<file path="config.mk">
export PLATFORM = sky130hd
export DESIGN_NAME = uart_fifo_irq
export DESIGN_NICKNAME = d
export VERILOG_FILES = /design/src/rtl/uart_irq_pkg.sv /design/src/rtl/uirq_flag_cell.sv /design/src/rtl/uirq_regif.sv /design/src/rtl/uirq_prio.sv /design/src/rtl/uart_fifo_irq.sv
export SDC_FILE = /design/constraint.sdc
export NUM_CORES = 1
export LEC_CHECK = 0
export BUFFER_PORTS_ARGS = -buffer_cell sky130_fd_sc_hd__clkbuf_2
export CORE_ASPECT_RATIO = 0.75
export CORE_MARGIN = 10
export CORE_UTILIZATION = 44
export CTS_CLUSTER_SIZE = 12
export DETAILED_ROUTE_END_ITERATION = 10
export PLACE_DENSITY = 0.77
export SLEW_MARGIN = 20
export SYNTH_ARGS = -nofsm -noshare
export SYNTH_HDL_FRONTEND = slang
export SYNTH_HIERARCHICAL = 1
export SYNTH_SLANG_ARGS = --single-unit
</file>
<file path="constraint.sdc">
create_clock -name clk -period 1.2 [get_ports clk]
set_input_delay 0.12 -clock clk [delete_from_list [all_inputs] [get_ports clk]]
set_output_delay 0.12 -clock clk [all_outputs]
set_load 0.03 [all_outputs]
</file>
<file path="src/rtl/uart_irq_pkg.sv">
package uart_irq_pkg;
  localparam int NFLAG   = 5;
  localparam int REG_W   = NFLAG;
  localparam int FL_DR   = 0;
  localparam int FL_RDF  = 1;
  localparam int FL_BRK  = 2;
  localparam int FL_ER   = 3;
  localparam int FL_TDFE = 4;
  localparam int CT_TIE  = 0;
  localparam int CT_RIE  = 1;

  typedef enum logic [2:0] {
    SRC_NONE = 3'd0,
    SRC_ERR  = 3'd1,
    SRC_RX   = 3'd2,
    SRC_BRK  = 3'd3,
    SRC_TX   = 3'd4
  } src_e;
endpackage

</file>
<file path="src/rtl/uirq_flag_cell.sv">
module uirq_flag_cell #(
  parameter logic RST_VAL = 1'b0
) (
  input  logic clk,
  input  logic rst_n,
  input  logic set_i,
  input  logic clr_ok_i,
  input  logic rd_i,
  input  logic wr_i,
  input  logic wbit_i,
  output logic q_o
);
  logic q_q, q_d, arm_q, arm_d, en;

  always_comb begin
    arm_d = arm_q;
    if (wr_i)      arm_d = 1'b0;
    else if (rd_i) arm_d = q_q;
    q_d = q_q;
    if (set_i)                                  q_d = 1'b1;
    else if (wr_i && !wbit_i && arm_q && clr_ok_i) q_d = 1'b0;
  end

  assign en = set_i | wr_i | rd_i;

  always_ff @(posedge clk or negedge rst_n) begin
    if (!rst_n) begin
      q_q   <= RST_VAL;
      arm_q <= 1'b0;
    end else if (en) begin
      q_q   <= q_d;
      arm_q <= arm_d;
    end
  end

  assign q_o = q_q;
endmodule

</file>
<file path="src/rtl/uirq_regif.sv">
module uirq_regif
  import uart_irq_pkg::*;
(
  input  logic             clk,
  input  logic             rst_n,
  input  logic             sel_i,
  input  logic             rd_i,
  input  logic             wr_i,
  input  logic [REG_W-1:0] wdata_i,
  input  logic [NFLAG-1:0] flags_i,
  output logic [REG_W-1:0] rdata_o,
  output logic             st_rd_o,
  output logic             st_wr_o,
  output logic             tie_o,
  output logic             rie_o
);
  logic tie_q, rie_q, tie_d, rie_d, ctl_en;
  logic unused_ctl_bits;

  assign st_rd_o = rd_i & ~sel_i;
  assign st_wr_o = wr_i & ~sel_i;
  assign ctl_en  = wr_i & sel_i;

  always_comb begin
    tie_d = wdata_i[CT_TIE];
    rie_d = wdata_i[CT_RIE];
  end

  always_ff @(posedge clk or negedge rst_n) begin
    if (!rst_n) begin
      tie_q <= 1'b0;
      rie_q <= 1'b0;
    end else if (ctl_en) begin
      tie_q <= tie_d;
      rie_q <= rie_d;
    end
  end

  always_comb begin
    rdata_o = '0;
    if (sel_i) begin
      rdata_o[CT_TIE] = tie_q;
      rdata_o[CT_RIE] = rie_q;
    end else begin
      rdata_o = flags_i;
    end
  end

  assign unused_ctl_bits = ^wdata_i[REG_W-1:2];
  assign tie_o = tie_q;
  assign rie_o = rie_q;
endmodule

</file>
<file path="src/rtl/uirq_prio.sv">
module uirq_prio
  import uart_irq_pkg::*;
(
  input  logic [NFLAG-1:0] flags_i,
  input  logic             tie_i,
  input  logic             rie_i,
  output logic             irq_err_o,
  output logic             irq_rx_o,
  output logic             irq_brk_o,
  output logic             irq_tx_o,
  output logic             dma_tx_o,
  output logic             dma_rx_o,
  output logic [2:0]       src_o
);
  src_e src;

  always_comb begin
    irq_err_o = flags_i[FL_ER] & rie_i;
    irq_rx_o  = (flags_i[FL_RDF] | flags_i[FL_DR]) & rie_i;
    irq_brk_o = flags_i[FL_BRK] & rie_i;
    irq_tx_o  = flags_i[FL_TDFE] & tie_i;
    dma_tx_o  = flags_i[FL_TDFE] & tie_i;
    dma_rx_o  = flags_i[FL_RDF] & rie_i;
    if (irq_err_o)      src = SRC_ERR;
    else if (irq_rx_o)  src = SRC_RX;
    else if (irq_brk_o) src = SRC_BRK;
    else if (irq_tx_o)  src = SRC_TX;
    else                src = SRC_NONE;
  end

  assign src_o = src;
endmodule

</file>
<file path="src/rtl/uart_fifo_irq.sv">
module uart_fifo_irq
  import uart_irq_pkg::*;
#(
  parameter int CNT_W = 5
) (
  input  logic             clk,
  input  logic             rst_n,
  input  logic [CNT_W-1:0] tx_cnt_i,
  input  logic [CNT_W-1:0] tx_trig_i,
  input  logic [CNT_W-1:0] rx_cnt_i,
  input  logic [CNT_W-1:0] rx_trig_i,
  input  logic             rx_err_i,
  input  logic             rx_brk_i,
  input  logic             rx_ready_i,
  input  logic             reg_sel_i,
  input  logic             reg_rd_i,
  input  logic             reg_wr_i,
  input  logic [4:0]       reg_wdata_i,
  output logic [4:0]       reg_rdata_o,
  output logic             irq_err_o,
  output logic             irq_rx_o,
  output logic             irq_brk_o,
  output logic             irq_tx_o,
  output logic             dma_tx_o,
  output logic             dma_rx_o,
  output logic [2:0]       irq_src_o
);
  logic [1:0]       rst_sync_q;
  logic             rst_n_q;
  logic [NFLAG-1:0] set_vec, clr_ok_vec, flag_q;
  logic             st_rd, st_wr, tie, rie;

  always_ff @(posedge clk or negedge rst_n) begin
    if (!rst_n) rst_sync_q <= 2'b00;
    else        rst_sync_q <= {rst_sync_q[0], 1'b1};
  end
  assign rst_n_q = rst_sync_q[1];

  always_comb begin
    set_vec    = '0;
    clr_ok_vec = '1;
    set_vec[FL_DR]      = rx_ready_i;
    set_vec[FL_ER]      = rx_err_i;
    set_vec[FL_BRK]     = rx_brk_i;
    set_vec[FL_RDF]     = (rx_cnt_i >= rx_trig_i);
    clr_ok_vec[FL_RDF]  = (rx_cnt_i <  rx_trig_i);
    set_vec[FL_TDFE]    = (tx_cnt_i <= tx_trig_i);
    clr_ok_vec[FL_TDFE] = (tx_cnt_i >  tx_trig_i);
  end

  for (genvar g = 0; g < NFLAG; g++) begin : g_flag
    uirq_flag_cell #(
      .RST_VAL((g == FL_TDFE) ? 1'b1 : 1'b0)
    ) u_cell (
      .clk      (clk),
      .rst_n    (rst_n_q),
      .set_i    (set_vec[g]),
      .clr_ok_i (clr_ok_vec[g]),
      .rd_i     (st_rd),
      .wr_i     (st_wr),
      .wbit_i   (reg_wdata_i[g]),
      .q_o      (flag_q[g])
    );
  end

  uirq_regif u_regif (
    .clk     (clk),
    .rst_n   (rst_n_q),
    .sel_i   (reg_sel_i),
    .rd_i    (reg_rd_i),
    .wr_i    (reg_wr_i),
    .wdata_i (reg_wdata_i),
    .flags_i (flag_q),
    .rdata_o (reg_rdata_o),
    .st_rd_o (st_rd),
    .st_wr_o (st_wr),
    .tie_o   (tie),
    .rie_o   (rie)
  );

  uirq_prio u_prio (
    .flags_i   (flag_q),
    .tie_i     (tie),
    .rie_i     (rie),
    .irq_err_o (irq_err_o),
    .irq_rx_o  (irq_rx_o),
    .irq_brk_o (irq_brk_o),
    .irq_tx_o  (irq_tx_o),
    .dma_tx_o  (dma_tx_o),
    .dma_rx_o  (dma_rx_o),
    .src_o     (irq_src_o)
  );
endmodule

</file>
==> out/results.txt <==
For the number of global-route vias before repair, the log shows 953. Summed over all instances, the cell type with the most area after synthesis is dfrtp_1. Beginning of the worst register-to-register path: g_flag[2].u_cell/q_o. The detailed router finished its first iteration with 39 violations.

The finished cells cover 0.00155 mm2. The register bit count reported by yosys works out to 14. The endpoint class of the critical path is an output port. Entering global routing, the biggest net connects 13 pins. The logs give 934 for the total via count in the routed design and 3 for the number of clock buffers inserted by TritonCTS. The fraction of final layout cells sized beyond drive strength 1 was 52.8%. The final reports fail on setup timing. The per-cell routed wire length was 17.4 um. The effective utilization at floorplan was 46.2%. The CTS root buffer was clkbuf_4.

The first global-routing pass estimated 4.51 mm of wire. The height of the die came out at 59.8 um. Type of the setup path with the least slack: register to output port. Data on the critical path arrives at its endpoint at 1.35 ns.

The initial antenna violation count came out at 0. Input and output buffers added on the ports amount to 46. Yosys mapped the design onto 27 distinct sky130hd cell types. The die covers 0.00437 mm2. The final hold violation count is 0, and the routability congestion estimate is 0.800. TritonCTS sink count: 14. Setup repair after global routing could not meet its margin everywhere. The post-route worst setup slack was -0.275 ns. Leaving out fill and tap cells, the most frequent cell in the layout is clkbuf_2. The critical hold path startpoint is rx_err_i. At the worst endpoint, the required time is 1.08 ns. The placement-stage cell area is 0.00123 mm2. Synthesis produced a netlist whose cell count is 95. The clock network latency to the later pin of the worst-skew pair was 0.29 ns. In the layout the commonest cells are clkbuf_2, inv_1, buf_4, buf_8. The clock tree buffer depth is 2. The repair_antennas step left the layout with diodes totalling 0.

The tools report the leakage power as 0.000790 uW. The tools report the share of synthesized area occupied by flip-flops and latches as 37.8%. Detailed placement ended at an HPWL of 2.31 mm.

The flow ran to the end, but the final reports show violations. The cell area after technology mapping was 931 um2. TritonCTS built the clock tree. The tool flagged a number of max-cap violations equal to 0. The remaining design rule violation count came out at 0. The first detailed-routing pass ran for 4 iterations. For this run, the top clock speed supported by timing is 0.678 GHz.

The mean number of vias per cell is 4.99, and the area of the placeable core is 0.00201 mm2. Along the worst path, the maximum fanout reaches 3. After floorplanning, the core was divided into 14 placement rows. The smallest clock period supported by the final layout is computed as 1.47 ns. For this design the ratio of total power to cell area is 996 mW/mm2.

In this run the worst setup path begins at g_flag[2].u_cell/q_o. The sequential cells in the finished layout cover a total of 355 um2. For this run the aggregate overflow at the end of global routing stands at 0.

The count of nets left with antenna violations once routing finished came out at 0. The number of cells on the worst reg-to-reg path came out at 5. The multi-input logic area is 583 um2, and the final setup violation count is 13. Total routing resource utilization after global routing: 13.3%. After filler insertion, the fill cell instance count of the layout stands at 138. Averaged over all synthesized cells, the footprint is 9.80 um2. The run gives 1 as the deepest level of the CTS H-tree.

The final layout contains 207 nets. The fraction of the cycle the final worst path needs was 123%; the final worst clock skew was 0.00335 ns. IR analysis of the VDD net gives a maximum drop of 0.000769 V.

The worst hold path belongs to the class input port to register. 47 I/O pins were placed. Total power for the finished layout comes to 1540 uW.

The clock slew at the register clock pins of the worst setup and hold paths came out at 0.09 ns. Sorting the synthesized cells by area gives the leading types as dfrtp_1, ha_1, mux2i_1. The die is 73.1 um wide.

The critical path ends at irq_src_o[2]. The tools report the endpoint of the most critical register-to-register path as g_flag[2].u_cell/arm_q. Summed over its instances, the top area cell type makes up 34.9% of the synthesized netlist area.

The max-slew violation count was 0; the total length of routed wires was 3.25 mm. The startpoint class of the critical path is a register. The warning count from the yosys run was 6; the area growth from synthesis to final layout was 66.4%. For the setup slack on the worst flop-to-flop path, the log shows 0.07 ns.
==> worst min path at each step <==
| stage | end | slack, ns | cells past startpoint |
|---|---|---|---|
| floorplan | rst_sync_q[0] | -0.18 | 0 |
| global placement | rst_sync_q[0] | -0.1 | 1 |
| detailed placement | rst_sync_q[0] | -0.09 | 1 |
| CTS | g_flag[3].u_cell/q_o | 0.005 | 2 |
| global route | g_flag[3].u_cell/q_o | 0.01 | 2 |
| finish | g_flag[3].u_cell/q_o | 0.02 | 2 |
==> cells in the mapped netlist <==
cell type	n
mux2_2	2
or2_0	1
buf_4	1
nor2b_1	1
nand2_2	1
mux2_1	2
o21a_1	1
o31ai_2	1
dfstp_2	1
a21o_1	5
o21bai_1	1
and3_1	1
dfrtp_1	13
nand4b_1	5
and2_1	3
nand4_1	2
and2b_2	5
o221ai_1	1
inv_1	13
conb_1	1
mux2i_1	5
nand2_1	5
nor2_1	8
o31ai_1	1
o21ai_0	1
ha_1	10
a21oi_1	4
==> sequential cells by signal (all words and copies together), names as in the netlist <==
signal,cells
rst_sync_q,2
u_regif/tie_o,1
u_regif/rie_o,1
g_flag.u_cell/arm_q,5
g_flag.u_cell/q_o,5
==> through the flow <==
stage               util, %  setup WS (ns)  std cells  hold slack (ns)  TNS [ns]
floorplan                 -         0.0115         98           -0.176         0
global placement       61.2         -0.101        171          -0.0951    -0.179
detailed placement     61.2         -0.261        171          -0.0931    -0.387
CTS                    71.4         -0.274        181          0.00524     -1.87
global route           76.9         -0.332        187           0.0110     -2.46
finish                 76.9         -0.275        187           0.0182     -1.94
==> timing repair <==
action,CTS,global route
endpoints found under the setup margin,14,15
setup buffers,5,6
cloned,0,0
endpoints found under the hold margin,2,0
pin swaps,1,5
hold buffers,1,0
gates resized for setup,31,27
==> power by group <==
part,switching (uW),internal (uW)
registers,45.5,513
clock network,163,185
logic,315,321
==> worst max-delay path, cell delays in order, from the launching register on <==
cell and delay (ns):
dfrtp_2 0.45, o31ai_4 0.27, and3_4 0.23, buf_8 0.12
==> cell type report <==
class	instances	share of cell area, %
Tap cell	24	1.94
Timing Repair Buffer	62	32.0
Clock buffer	4	2.34
Inverter	13	3.15
Multi-Input combinational cell	70	37.6
Sequential cell	14	22.9
==> layer usage <==
metal,routed length [um],global-route usage [%],vias to the layer above
met1,1110,12.9,442
li1,-,-,459
met2,1840,25.5,31
met4,21,0.811,0
met5,0,0,-
met3,276,6.95,2
==> logic make-up after synthesis <==
| logic type | share of synthesized area, % |
|---|---|
| other | 0.403 |
| buffers and inverters | 6.05 |
| adder cells (fa/ha/maj) | 13.4 |
| AND/OR/NAND/NOR | 20.7 |
| AO/OA/AOI/OAI | 11.4 |
| flip-flops | 37.8 |
| multiplexers | 10.2 |
No activity file was read; power rests on OpenSTA's default activity.
